## config.mk

```make
export PLATFORM = sky130hd
export DESIGN_NAME = sdram_mrs_seq
export DESIGN_NICKNAME = d
export VERILOG_FILES = /design/src/rtl/sdram_init_pkg.sv /design/src/rtl/mrs_window_decode.sv /design/src/rtl/init_gap_timer.sv /design/src/rtl/init_cmd_encoder.sv /design/src/rtl/sdram_mrs_seq.sv
export SDC_FILE = /design/constraint.sdc
export NUM_CORES = 1
export LEC_CHECK = 0
export BUFFER_PORTS_ARGS = -buffer_cell sky130_fd_sc_hd__buf_2
export CAP_MARGIN = 20
export CORE_MARGIN = 4
export CORE_UTILIZATION = 28
export DETAILED_ROUTE_END_ITERATION = 12
export HOLD_SLACK_MARGIN = 0.03
export MAX_ROUTING_LAYER = met4
export REMOVE_ABC_BUFFERS = 1
export SKIP_CTS_REPAIR_TIMING = 1
export SYNTH_ARGS = -nofsm -noshare
export SYNTH_HDL_FRONTEND = slang
export SYNTH_HIERARCHICAL = 1
export SYNTH_SLANG_ARGS = --single-unit
export TNS_END_PERCENT = 30
```

## constraint.sdc

```tcl
create_clock -name clk -period 2 [get_ports clk]
set_clock_uncertainty 0.15 [all_clocks]
set_input_delay 0.4 -clock clk [delete_from_list [all_inputs] [get_ports clk]]
set_output_delay 0.4 -clock clk [all_outputs]
set_load 0.1 [all_outputs]
```

## src/rtl/sdram_init_pkg.sv

```systemverilog
`timescale 1ns/1ps
package sdram_init_pkg;

  // CPU access size encoding
  localparam logic [1:0] XFER_BYTE = 2'b00;
  localparam logic [1:0] XFER_WORD = 2'b01;
  localparam logic [1:0] XFER_LONG = 2'b10;

  // Command requested by the sequencer for the next pin cycle
  typedef enum logic [2:0] {
    CMD_DESEL = 3'd0,
    CMD_NOP   = 3'd1,
    CMD_PALL  = 3'd2,
    CMD_REF   = 3'd3,
    CMD_MRS   = 3'd4
  } sd_cmd_e;

  typedef enum logic [2:0] {
    ST_IDLE     = 3'd0,
    ST_PALL     = 3'd1,
    ST_WAIT_RP  = 3'd2,
    ST_REF      = 3'd3,
    ST_WAIT_RFC = 3'd4,
    ST_MRS      = 3'd5,
    ST_WAIT_MRD = 3'd6
  } seq_state_e;

endpackage

```

## src/rtl/mrs_window_decode.sv

```systemverilog
`timescale 1ns/1ps
module mrs_window_decode
  import sdram_init_pkg::*;
#(
  parameter int          CPU_AW    = 32,
  parameter int          MODE_W    = 12,
  parameter logic [31:0] WIN_BASE0 = 32'hFFFF_0000,
  parameter logic [31:0] WIN_BASE1 = 32'hFFFF_8000
) (
  input  logic              cpu_wr,
  input  logic [CPU_AW-1:0] cpu_addr,
  input  logic [1:0]        cpu_size,
  output logic              hit,
  output logic              area_sel,
  output logic [MODE_W-1:0] mode_val
);

  logic [1:0] win_match;

  // One comparator per window; only the bits above the offset field are compared
  for (genvar gi = 0; gi < 2; gi++) begin : g_win
    localparam logic [31:0] BASE = (gi == 0) ? WIN_BASE0 : WIN_BASE1;
    assign win_match[gi] = (cpu_addr[CPU_AW-1:MODE_W] == BASE[CPU_AW-1:MODE_W]);
  end

  always_comb begin
    hit      = cpu_wr && (cpu_size == XFER_WORD) && (|win_match);
    area_sel = win_match[1];
    mode_val = cpu_addr[MODE_W-1:0];
  end

endmodule

```

## src/rtl/init_gap_timer.sv

```systemverilog
`timescale 1ns/1ps
module init_gap_timer #(
  parameter int W = 4
) (
  input  logic         clk,
  input  logic         rst_n,
  input  logic         load,
  input  logic [W-1:0] load_val,
  output logic         expired
);

  logic [W-1:0] cnt_q, cnt_d;
  logic         cnt_en;

  always_comb begin
    cnt_en = load || (cnt_q != '0);
    cnt_d  = load ? load_val : cnt_q - W'(1);
  end

  always_ff @(posedge clk or negedge rst_n) begin
    if (!rst_n)      cnt_q <= '0;
    else if (cnt_en) cnt_q <= cnt_d;
  end

  assign expired = (cnt_q == '0);

endmodule

```

## src/rtl/init_cmd_encoder.sv

```systemverilog
`timescale 1ns/1ps
module init_cmd_encoder
  import sdram_init_pkg::*;
#(
  parameter int MODE_W = 12,
  parameter int AP_BIT = 10
) (
  input  logic              clk,
  input  logic              rst_n,
  input  sd_cmd_e           cmd,
  input  logic              area_sel,
  input  logic [MODE_W-1:0] mode_val,
  output logic              cs2_n,
  output logic              cs3_n,
  output logic              ras_n,
  output logic              cas_n,
  output logic              we_n,
  output logic [MODE_W-1:0] addr
);

  logic              cs2_d, cs3_d, ras_d, cas_d, we_d;
  logic [MODE_W-1:0] addr_d;
  logic              cs_act;

  always_comb begin
    cs_act = (cmd != CMD_DESEL);
    cs2_d  = !(cs_act && !area_sel);
    cs3_d  = !(cs_act && area_sel);
    ras_d  = 1'b1;
    cas_d  = 1'b1;
    we_d   = 1'b1;
    addr_d = '0;
    case (cmd)
      CMD_PALL: begin
        ras_d  = 1'b0;
        we_d   = 1'b0;
        addr_d = MODE_W'(1) << AP_BIT;
      end
      CMD_REF: begin
        ras_d = 1'b0;
        cas_d = 1'b0;
      end
      CMD_MRS: begin
        ras_d  = 1'b0;
        cas_d  = 1'b0;
        we_d   = 1'b0;
        addr_d = mode_val;
      end
      default: ;
    endcase
  end

  always_ff @(posedge clk or negedge rst_n) begin
    if (!rst_n) begin
      cs2_n <= 1'b1;
      cs3_n <= 1'b1;
      ras_n <= 1'b1;
      cas_n <= 1'b1;
      we_n  <= 1'b1;
      addr  <= '0;
    end else begin
      cs2_n <= cs2_d;
      cs3_n <= cs3_d;
      ras_n <= ras_d;
      cas_n <= cas_d;
      we_n  <= we_d;
      addr  <= addr_d;
    end
  end

  // only one area selected at a time
  p_single_cs_r1: assert property (@(posedge clk) disable iff (!rst_n)
    !(!cs2_n && !cs3_n));

  // precharge-all carries address bit AP_BIT high
  p_pall_ap_r4: assert property (@(posedge clk) disable iff (!rst_n)
    ((!cs2_n || !cs3_n) && !ras_n && cas_n && !we_n) |-> addr[AP_BIT]);

endmodule

```

## src/rtl/sdram_mrs_seq.sv

```systemverilog
`timescale 1ns/1ps
module sdram_mrs_seq
  import sdram_init_pkg::*;
#(
  parameter int          CPU_AW    = 32,
  parameter int          MODE_W    = 12,
  parameter logic [31:0] WIN_BASE0 = 32'hFFFF_0000,
  parameter logic [31:0] WIN_BASE1 = 32'hFFFF_8000,
  parameter int          AP_BIT    = 10,
  parameter int          N_REF     = 8,
  parameter int          T_RP      = 3,   // PALL to first REF, >= 2
  parameter int          T_RFC     = 6,   // REF to REF / last REF to MRS, >= 2
  parameter int          T_MRD     = 2    // MRS to done, >= 1
) (
  input  logic              clk,
  input  logic              rst_n,
  input  logic              cpu_wr,
  input  logic [CPU_AW-1:0] cpu_addr,
  input  logic [1:0]        cpu_size,
  output logic              cpu_ack,
  output logic              busy,
  output logic              done,
  output logic              sd_cs2_n,
  output logic              sd_cs3_n,
  output logic              sd_ras_n,
  output logic              sd_cas_n,
  output logic              sd_we_n,
  output logic [MODE_W-1:0] sd_addr
);

  localparam int GAP_A   = (T_RP > T_RFC) ? T_RP : T_RFC;
  localparam int GAP_MAX = (GAP_A > T_MRD) ? GAP_A : T_MRD;
  localparam int GAP_W   = $clog2(GAP_MAX + 1);
  localparam int REF_W   = $clog2(N_REF + 1);
  localparam logic [GAP_W-1:0] RP_LOAD  = GAP_W'(T_RP - 2);
  localparam logic [GAP_W-1:0] RFC_LOAD = GAP_W'(T_RFC - 2);
  localparam logic [GAP_W-1:0] MRD_LOAD = GAP_W'(T_MRD - 1);

  seq_state_e        state_q, state_d;
  logic [REF_W-1:0]  ref_q, ref_d;
  logic [MODE_W-1:0] mode_q;
  logic              area_q;
  logic              done_q, done_d;
  logic              ack_q, ack_d;
  logic              capture;
  logic              ref_en;

  logic              dec_hit, dec_area;
  logic [MODE_W-1:0] dec_mode;
  logic              t_load, t_expired;
  logic [GAP_W-1:0]  t_val;
  sd_cmd_e           cmd;

  mrs_window_decode #(
    .CPU_AW(CPU_AW), .MODE_W(MODE_W),
    .WIN_BASE0(WIN_BASE0), .WIN_BASE1(WIN_BASE1)
  ) u_dec (
    .cpu_wr(cpu_wr), .cpu_addr(cpu_addr), .cpu_size(cpu_size),
    .hit(dec_hit), .area_sel(dec_area), .mode_val(dec_mode)
  );

  init_gap_timer #(.W(GAP_W)) u_gap (
    .clk(clk), .rst_n(rst_n),
    .load(t_load), .load_val(t_val), .expired(t_expired)
  );

  init_cmd_encoder #(.MODE_W(MODE_W), .AP_BIT(AP_BIT)) u_enc (
    .clk(clk), .rst_n(rst_n),
    .cmd(cmd), .area_sel(area_q), .mode_val(mode_q),
    .cs2_n(sd_cs2_n), .cs3_n(sd_cs3_n),
    .ras_n(sd_ras_n), .cas_n(sd_cas_n), .we_n(sd_we_n),
    .addr(sd_addr)
  );

  // Next-state logic
  always_comb begin
    state_d = state_q;
    ref_d   = ref_q;
    ref_en  = 1'b0;
    done_d  = done_q;
    ack_d   = 1'b0;
    capture = 1'b0;
    t_load  = 1'b0;
    t_val   = '0;
    cmd     = CMD_NOP;
    case (state_q)
      ST_IDLE: begin
        cmd = CMD_DESEL;
        if (dec_hit) begin
          capture = 1'b1;
          ack_d   = 1'b1;
          done_d  = 1'b0;
          ref_d   = '0;
          ref_en  = 1'b1;
          state_d = ST_PALL;
        end
      end
      ST_PALL: begin
        cmd     = CMD_PALL;
        t_load  = 1'b1;
        t_val   = RP_LOAD;
        state_d = ST_WAIT_RP;
      end
      ST_WAIT_RP: begin
        if (t_expired) state_d = ST_REF;
      end
      ST_REF: begin
        cmd     = CMD_REF;
        t_load  = 1'b1;
        t_val   = RFC_LOAD;
        ref_d   = ref_q + REF_W'(1);
        ref_en  = 1'b1;
        state_d = ST_WAIT_RFC;
      end
      ST_WAIT_RFC: begin
        if (t_expired) state_d = (ref_q == REF_W'(N_REF)) ? ST_MRS : ST_REF;
      end
      ST_MRS: begin
        cmd     = CMD_MRS;
        t_load  = 1'b1;
        t_val   = MRD_LOAD;
        state_d = ST_WAIT_MRD;
      end
      ST_WAIT_MRD: begin
        if (t_expired) begin
          done_d  = 1'b1;
          state_d = ST_IDLE;
        end
      end
      default: state_d = ST_IDLE;
    endcase
  end

  // Registers
  always_ff @(posedge clk or negedge rst_n) begin
    if (!rst_n) begin
      state_q <= ST_IDLE;
      done_q  <= 1'b0;
      ack_q   <= 1'b0;
    end else begin
      state_q <= state_d;
      done_q  <= done_d;
      ack_q   <= ack_d;
    end
  end

  always_ff @(posedge clk or negedge rst_n) begin
    if (!rst_n)      ref_q <= '0;
    else if (ref_en) ref_q <= ref_d;
  end

  always_ff @(posedge clk or negedge rst_n) begin
    if (!rst_n) begin
      mode_q <= '0;
      area_q <= 1'b0;
    end else if (capture) begin
      mode_q <= dec_mode;
      area_q <= dec_area;
    end
  end

  assign busy    = (state_q != ST_IDLE);
  assign done    = done_q;
  assign cpu_ack = ack_q;

  // acknowledge only accompanies the first busy cycle
  p_ack_first_r3: assert property (@(posedge clk) disable iff (!rst_n)
    cpu_ack |-> (busy && $rose(busy)));

  // no acknowledge and no new mode while a sequence runs
  p_no_ack_busy_r8: assert property (@(posedge clk) disable iff (!rst_n)
    (busy && $past(busy)) |-> (!cpu_ack && $stable(mode_q) && $stable(area_q)));

  // MRS is only reached after all refreshes
  p_ref_total_r4: assert property (@(posedge clk) disable iff (!rst_n)
    (state_q == ST_MRS) |-> (ref_q == REF_W'(N_REF)));

  // no command is issued while a gap is still counting
  p_gap_kept_r6: assert property (@(posedge clk) disable iff (!rst_n)
    (state_q == ST_REF || state_q == ST_MRS) |-> t_expired);

  // done rises exactly when busy falls
  p_done_end_r7: assert property (@(posedge clk) disable iff (!rst_n)
    $rose(done) |-> $fell(busy));

  // MRS pins carry the captured mode value
  p_mrs_addr_r5: assert property (@(posedge clk) disable iff (!rst_n)
    ((!sd_cs2_n || !sd_cs3_n) && !sd_ras_n && !sd_cas_n && !sd_we_n)
      |-> (sd_addr == mode_q));

endmodule

```

Word-level counts from Yosys, hierarchy flattened
Index checks and enable logic that the tools add are counted.

Memories kept: 0. Bits in registers: 42. Bits in latches: 0. Memory bits (read-only): 0. Logic and storage cells: 78. Bits in writable memories: 0.

Shifts and indexed selects: 0. Equal/unequal tests: 17. Reduce and logical (&&, ||, !) cells: 24. Order comparisons: 0. Mux-type cells: 22. Add/subtract/negate cells: 2. Div/mod/pow operators: 0. Bitwise gates (word level): 0. Multipliers: 0.

Operators with widths (count): $eq 20x20->1 const B (2); $pmux 12 s2 (1); $pmux 3 s7 (1); $mux 3 (6); $eq 3x2->1 const B (4); $eq 3x3->1 const B (4); $pmux 3 s4 (1); $reduce_bool 3->1 (3); $mux 1 (8); $ne 2x2->1 const B (4); $pmux 4 s2 (1); $reduce_or 2->1 (4); $logic_not 3->1 (2); $pmux 3 s2 (1); $reduce_and 3->1 (2); $reduce_or 3->1 (2); $add 4x1->4 const B (1); $eq 4x4->1 const B (1); $logic_and 1x1->1 (4); $mux 4 (1); $pmux 1 s2 (2); $reduce_and 4->1 (1); $reduce_bool 2->1 (2); $eq 3x1->1 const B (1); other kinds (4) (6).

Longest topological paths before layout
Gate-level depths: netlist of run 1.

Depth after elaboration: 6. Gate-level depth with buffers: 7.

Hierarchy
Netlist of run 1, hierarchy kept.

By module, submodules not included: sdram_mrs_seq (area each 1014.7 um^2, cells each 80, instances 1); init_cmd_encoder (area each 596.8 um^2, cells each 41, instances 1); init_gap_timer (area each 200.2 um^2, cells each 21, instances 1); mrs_window_decode (area each 156.4 um^2, cells each 23, instances 1).

Worst setup path after synthesis of run 1
No wires, ideal clock.

Kind: input port to flip-flop. Start: in cpu_addr[12]. End: reg area_q. Stages: 6. Path slack: -0.091 ns. Arrival: 1.817 ns. Path through: nand4bb_1 nor3_1 and3_1 nor4b_4 buf_6 mux2_2.

Longest elaborated chain between the ends: 5. Elaborated cells between the ends (all ways): 6. Classes of those cells: 2 x eq/ne; 2 x mux; 2 x reduce/logical.

RTL lines: start, declared (RTL line sdram_mrs_seq.sv:18) `input logic [CPU_AW-1:0] cpu_addr,`; $eq 20x20->1 (RTL line mrs_window_decode.sv:23) `assign win_match[gi] = (cpu_addr[CPU_AW-1:MODE_W] == BASE[CPU_AW-1:MODE_W]);`; $reduce_or 2->1 (*) (RTL line mrs_window_decode.sv:27) `hit = cpu_wr && (cpu_size == XFER_WORD) && (|win_match);`; $logic_and 1x1->1 (*) (RTL line mrs_window_decode.sv:27); via dec_hit (RTL line sdram_mrs_seq.sv:48) `logic dec_hit, dec_area;`; $mux 1 (*) (2 in a row); via ack_d (RTL line sdram_mrs_seq.sv:44) `logic ack_q, ack_d;`; end signal, assigned (RTL line sdram_mrs_seq.sv:158) `area_q <= dec_area;`; end, declared (RTL line sdram_mrs_seq.sv:42) `logic area_q;`.

The timed path passes the listed nets; every way through them passes the cells marked *. A chain may end at the register's enable or synchronous reset.

Worst setup path after layout of run 1
Start: reg state_q[2]. End: out busy.

Longest elaborated chain between the ends: 1.

RTL lines: start, declared (RTL line sdram_mrs_seq.sv:39) `seq_state_e state_q, state_d;`; start signal, assigned (RTL line sdram_mrs_seq.sv:141) `state_q <= state_d;`; $reduce_bool 3->1 (RTL line sdram_mrs_seq.sv:162) `assign busy = (state_q != ST_IDLE);`; end, declared (RTL line sdram_mrs_seq.sv:21) `output logic busy,`.

Every way passes these cells.

==> impl_summary.txt, run 1 <==
----------------------------------------------------
[Yosys]
  Fraction of synthesis flops using an asynchronous set or reset pin ... 100%
  Part of the Yosys area used for sequential elements ... 53.7%
  Synth Cell Area ... 1970 um^2
  Number of library cell types mapped by synthesis ... 42
  Most used flip-flop cell after synthesis ... dfrtp_1
  Number of synthesized register bits ... 42
  Number of flops mapped to enable cells by yosys ... 0
  Count of warnings emitted by yosys ... 6
  Average footprint of a synthesized cell ... 11.9 um^2
  Post-synthesis cell count ... 165

[Final layout]
  Proportion of layout cells with a drive suffix above 1 ... 45.0%
  Filler Cell Count ... 681
  Count of nets after finishing ... 260
  Most common library cell in the layout ignoring fill and taps ... buf_2
  Most frequent cells in the layout ... 55 x buf_2, 35 x dfrtp_1, 14 x mux2_2
  Syn-to-layout area delta ... 22.5%
  Antenna diodes ... 0
  Reg area ... 1060 um^2
  Total area of multi-input combinational cells ... 752 um^2
  Fin cells ... 316

[Clock tree]
  Number of sinks handled by clock tree synthesis ... 42
  Insertion delay of the later-clocked pin in the worst-skew pair ... 300 ps
  Htree depth ... 2
  Clock tree from TritonCTS ... done
  Root buffer selected by CTS ... clkbuf_8
  Number of buffers created by CTS ... 5
  Buffers from clock root to sink, at most ... 2
  Clock slew at the register clock pins of the worst setup and hold paths ... 90 ps

[Run status]
  Outcome ... finished clean

[Critical path]
  Critical path origin ... state_q[2]$_DFFE_PN0P_
  Kind of end point of the critical path ... output pin
  Signal arrival time at the worst endpoint ... 1360 ps
  Maximum fanout count along the critical path ... 6
  Depth of the most critical reg-to-reg path ... 4
  Destination of the worst register-to-register timing path ... mode_q[8]$_DFFE_PN0P_
  Startpoint of the most critical register-to-register path ... state_q[2]$_DFFE_PN0P_
  Data required time of the worst path ... 1450 ps
  CP startpoint kind ... flop
  Worst setup path category ... flop to output pin
  Worst setup slack for register-to-register paths ... 220 ps

[Floorplanning]
  Initial Util ... 29.0%
  Die ar. ... 8430 um^2
  Die Y ... 91.8 um
  I/O pin count ... 57
  Die width ... 91.8 um
  Core ar. ... 6790 um^2
  Row count ... 30

[Routing]
  Wire length after detailed routing ... 3620 um
  Number of detailed-routing iterations run before antenna repair ... 4
  Post-detailed-route wirelength per cell ... 11.5 um
  Count of routing violations after the opening detailed-route iteration ... 49
  Post-route DRC violation count ... 0
  Avg Vias per Cell ... 4.15
  Vias after detailed routing ... 1311
  Post-route ant nets ... 0

[STA]
  Maximum clock rate ... 525 MHz
  Post-route setup slack ... 93.6 ps
  Portion of the clock cycle consumed by the worst path in the final layout ... 95.3%
  Slew Limit Fails ... 0
  Final setup fails ... 0
  Setup repair after global routing missed its margin ... false
  Worst slew pin tran ... 527 ps
  Rel. slew slack ... 64.9%
  Min Tclk post-route ... 1910 ps
  Final hold violation count ... 0

[Placed design]
  Cells after DPL ... 304
  Count of input and output buffers ... 56
  Placer's final routability congestion estimate ... 0.725
  Setup slack at placement ... -251 ps
  Detail Placement HPWL ... 2540 um

[Power and ir drop]
  Static Leak ... 0.00121 uW
  Total Power ... 2610 uW
  Worst IR Drop VDD ... 0.000331 V
  Power density cells ... 1080 nW/um^2

[Global routing]
  First-pass GRT wire length ... 6090 um
  Via count of the first global-routing pass ... 1325
  Final global-route overflow total ... 0
  Initial antenna violation count ... 0
  Pin count of the biggest net entering global routing ... 43
  Global-route usage over all layers ... 9.27%

[Hold path]
  Class of the worst hold path ... input port to async pin

[Flow run]
  Max-capacitance violation count ... 0

----------------------------------------------------
-- area by class of cell --
cell class                 instances  area share, %
sequential                        42           44.0
multi-input combinational         97           31.2
timing repair buffer              65           15.0
tap                               96           4.98
clock buffer                       6           3.01
inverter                           8           1.25
clock inverter                     2          0.571
-- metrics by stage --
| step | util [%] | hold slack (ps) | instance area (um^2) | TNS (ps) |
|---|---|---|---|---|
| after CTS | 34.8 | 24.3 | 2370 | -116 |
| after global placement | 33.6 | 256 | 2280 | -2940 |
| after floorplan | - | -45.6 | 1830 | -3460 |
| final | 35.5 | 8.84 | 2410 | 0 |
| after detailed placement | 33.6 | 261 | 2280 | -3750 |
| after global routing | 35.5 | 49.5 | 2410 | 0 |
-- critical path, stage by stage (launching register included) --
cell	delay, ps
dfrtp_2	440
or3_1	390
buf_4	240
-- cell usage after synthesis, drive strengths merged, types with 2 or more instances --
cell / count / area share [%]
a21o: 2 / 0.76
a21oi: 7 / 1.8
a22o: 3 / 1.3
and2: 12 / 3.8
and3: 2 / 0.64
and3b: 2 / 0.89
buf: 16 / 6.7
clkbuf: 2 / 0.38
dfrtp: 37 / 47
dfstp: 5 / 6.7
ha: 4 / 2.5
inv: 8 / 1.5
mux2: 14 / 8.0
mux2i: 2 / 1.0
nand2: 3 / 0.57
nand2b: 4 / 1.3
nand3: 2 / 0.51
nand4: 2 / 0.64
nor2: 8 / 1.5
nor2b: 7 / 2.2
nor3: 2 / 0.51
nor4b: 3 / 2.1
or3b: 2 / 0.89
-- flip-flops by register name, indices dropped and copies added, names as in the netlist --
signal,cells
area_q,1
cpu_ack,1
done,1
mode_q,12
ref_q,4
state_q,3
u_enc/addr,12
u_enc/cas_n,1
u_enc/cs2_n,1
u_enc/cs3_n,1
u_enc/ras_n,1
u_enc/we_n,1
u_gap/cnt_q,3
-- power by group --
part,internal (uW),switching (uW)
sequential,980,82.2
clock,247,297
combinational,351,652
-- logic make-up (layout without fill, tap and decap cells) --
kind of cell / Yosys count / count (layout) / synth area share, %
AOI/OAI and AO/OA: 18 / 18 / 6.17
xor gates and xnor gates: 1 / 1 / 0.445
adders and majority gates: 4 / 4 / 2.54
buffers and inverters: 26 / 81 / 8.58
DFF: 42 / 42 / 53.7
muxes: 16 / 16 / 9.03
other: 1 / 1 / 0.191
and+or+nand+nor: 57 / 57 / 19.3
-- layer usage --
metal | GRT usage [%] | part of all wire [%] | vias up
met3 | 3.69 | 5.3 | 3
met2 | 14.1 | 47 | 30
met4 | 2.97 | 0.61 | 0
li1 | - | - | 655
met1 | 11.3 | 47 | 623
met5 | - | 0 | -
-- worst max-delay path by stage --
| stage | endpoint | slack, ps |
|---|---|---|
| 3_3_place_gp | mode_q[3]$_DFFE_PN0P_ | -210 |
| 5_1_grt | mode_q[4]$_DFFE_PN0P_ | 30 |
| 2_1_floorplan | ref_q[0]$_DFFE_PN0P_ | -250 |
| 4_1_cts | busy | -120 |
| 3_5_place_dp | mode_q[8]$_DFFE_PN0P_ | -250 |
| 6_report | busy | 90 |
(Power assumes the default switching activity.)
==> run 2, diff against run 1 <==
Settings changed: ABC_AREA set to 1, CORE_UTILIZATION 28 to 52, PLACE_DENSITY set to 0.79.
==> impl_summary.txt, run 2 <==
----------------------------------------------------
[Run status]
  Outcome ... finished clean

[Clock tree]
  Htree depth ... 2
  Clock tree from TritonCTS ... done
  Root buffer selected by CTS ... clkbuf_8
  Buffers from clock root to sink, at most ... 2
  Number of sinks handled by clock tree synthesis ... 42
  Number of buffers created by CTS ... 5
  Clock slew at the register clock pins of the worst setup and hold paths ... 80 ps
  Insertion delay of the later-clocked pin in the worst-skew pair ... 290 ps

[Yosys]
  Average footprint of a synthesized cell ... 8.14 um^2
  Number of library cell types mapped by synthesis ... 27
  Number of flops mapped to enable cells by yosys ... 0
  Part of the Yosys area used for sequential elements ... 49.4%
  Most used flip-flop cell after synthesis ... dfrtp_1
  Library cell with the highest instance count after synthesis ... nand2_1
  Share of the synthesized area in the top cell type ... 43.2%
  Ranking of synthesized cells by instance count ... 95 x nand2_1, 37 x dfrtp_1, 35 x inv_1
  Library cell with the largest summed area after synthesis ... dfrtp_1
  Synth Cell Area ... 2140 um^2
  Count of warnings emitted by yosys ... 6
  Fraction of synthesis flops using an asynchronous set or reset pin ... 100%
  Number of synthesized register bits ... 42
  Post-synthesis cell count ... 263
  Synth top area cells ... dfrtp_1 43%, nand2_1 17%, dfstp_2 6.1%

[Floorplanning]
  Initial Util ... 53.6%
  I/O pin count ... 57
  Die Y ... 72.2 um
  Core ar. ... 4000 um^2
  Row count ... 23
  Die ar. ... 5210 um^2
  Die width ... 72.2 um

[Placed design]
  Placer's final routability congestion estimate ... 0.894
  Cells after DPL ... 355
  Count of input and output buffers ... 56
  Cell Area, Placed ... 2390 um^2
  Detail Placement HPWL ... 2890 um

[Routing]
  Number of detailed-routing iterations run before antenna repair ... 4
  Post-route ant nets ... 0
  Post-detailed-route wirelength per cell ... 10.5 um
  Count of routing violations after the opening detailed-route iteration ... 88
  Avg Vias per Cell ... 4.66
  Vias after detailed routing ... 1691
  Wire length after detailed routing ... 3800 um
  Post-route DRC violation count ... 0

[Global routing]
  Initial antenna violation count ... 0
  GRT met2 Usage ... 27.0%
  Busiest layer in global routing ... met2
  Via count of the first global-routing pass ... 1527
  Final global-route overflow total ... 0
  Global-route usage over all layers ... 16.2%
  Met3 layer usage reported by global route ... 4.02%
  First-pass GRT wire length ... 6340 um
  Met1 Track Usage GR ... 18.7%
  Pin count of the biggest net entering global routing ... 43

[Final layout]
  Syn-to-layout area delta ... 15.6%
  Most common library cell in the layout ignoring fill and taps ... nand2_1
  Count of nets after finishing ... 353
  Antenna diodes ... 0
  Fin cells ... 363
  Post-route core utilization ... 61.9%
  Most frequent cells in the layout ... 95 x nand2_1, 55 x buf_2, 36 x dfrtp_1
  Proportion of layout cells with a drive suffix above 1 ... 31.6%
  Area of all placed cells without fillers ... 2480 um^2
  Registers with the most flip-flops ... mode_q (12), u_enc/addr (12), ref_q (4)

[Power and ir drop]
  Internal Pwr Total ... 1230 uW
  Share of total power in the clock network ... 31.7%
  Static Leak ... 0.00136 uW
  Switching component of the power ... 459 uW
  Combinational share of power ... 14.7%
  Power density cells ... 681 nW/um^2
  Register share of total power ... 53.5%
  Switching part of the total ... 27.2%
  Worst IR Drop VDD ... 0.000496 V

[STA]
  Min Hold Slack ... 0.807 ps
  Maximum clock rate ... 531 MHz
  Rel. slew slack ... 66.6%
  Sum of negative setup slack ... 0 ps
  Worst slew pin tran ... 500 ps
  Slew Limit Fails ... 0
  Portion of the clock cycle consumed by the worst path in the final layout ... 94.2%
  Final setup fails ... 0
  Min Tclk post-route ... 1880 ps
  Setup repair after global routing missed its margin ... false
  Final hold violation count ... 0

[Critical path]
  CP startpoint kind ... flop
  Kind of end point of the critical path ... output pin
  Signal arrival time at the worst endpoint ... 1330 ps
  Maximum fanout count along the critical path ... 8
  Data required time of the worst path ... 1450 ps
  Worst setup path category ... flop to output pin

[Flow run]
  Max-capacitance violation count ... 0

[Hold path]
  Class of the worst hold path ... input port to async pin

----------------------------------------------------
run 2: metal layers:
layer  wire length, um  part of all wire [%]  vias up
li1                  -                     -      875
met5                 0                     0        -
met2              1860                    49       44
met3               224                   5.9        6
met4                68                   1.8        0
met1              1640                    43      766
run 2: power groups by stage:
stage               Combinational [uW]  Clock, uW  Sequential, uW
global placement                   244          0             920
floorplan                          169          0             915
CTS                                253        547             903
detailed placement                 253          0             920
finish                             249        535             903
global route                       296        589             908
run 2: cell type report:
cell class / count / area (um^2)
sequential: 42 / 1060
tap: 50 / 62.6
fill: 365 / 1520
multi-input combinational: 165 / 801
timing repair buffer: 59 / 318
clock buffer: 6 / 72.6
clock inverter: 2 / 13.8
inverter: 39 / 150
run 2: cell families (layout without fill, tap and decap cells):
kind of cell               after synthesis  after routing  share of synthesized area, %
AOI/OAI and AO/OA                       14             14                          3.45
xor gates and xnor gates                 1              1                         0.409
adders and majority gates                4              4                          2.34
buffers and inverters                   56            106                          13.3
DFF                                     42             42                          49.4
other                                    1              1                         0.175
and+or+nand+nor                        145            145                          31.0
run 2: path summary, 6_finish.rpt:
check	startpoint	end	slack (ps)	cells after the start
worst max-delay path	state_q[2]$_DFFE_PN0P_	busy	120	3
max in group asynchronous	rst_n	state_q[1]$_DFFE_PN0P_	1330	2
min in group clk	cpu_addr[6]	mode_q[6]$_DFFE_PN0P_	150	3
worst min-delay path	rst_n	u_enc/addr[8]$_DFF_PN0_	0.8	2
worst min register to register	area_q$_DFFE_PN0P_	u_enc/cs3_n$_DFF_PN1_	300	1
worst max register to register	state_q[0]$_DFFE_PN0P_	u_enc/addr[3]$_DFF_PN0_	360	6
run 2: critical path, stage by stage, from the launching register on:
cell	delay, ps
dfrtp_1	500
inv_1	180
nand2_1	170
buf_12	190
run 2: metrics by stage:
| stage | total power (uW) | setup slack, ps |
|---|---|---|
| after global placement | 1160 | 239 |
| final | 1690 | 117 |
| after floorplan | 1080 | 62.4 |
| after CTS | 1700 | 56.5 |
| after detailed placement | 1170 | 193 |
| after global routing | 1790 | 35.7 |
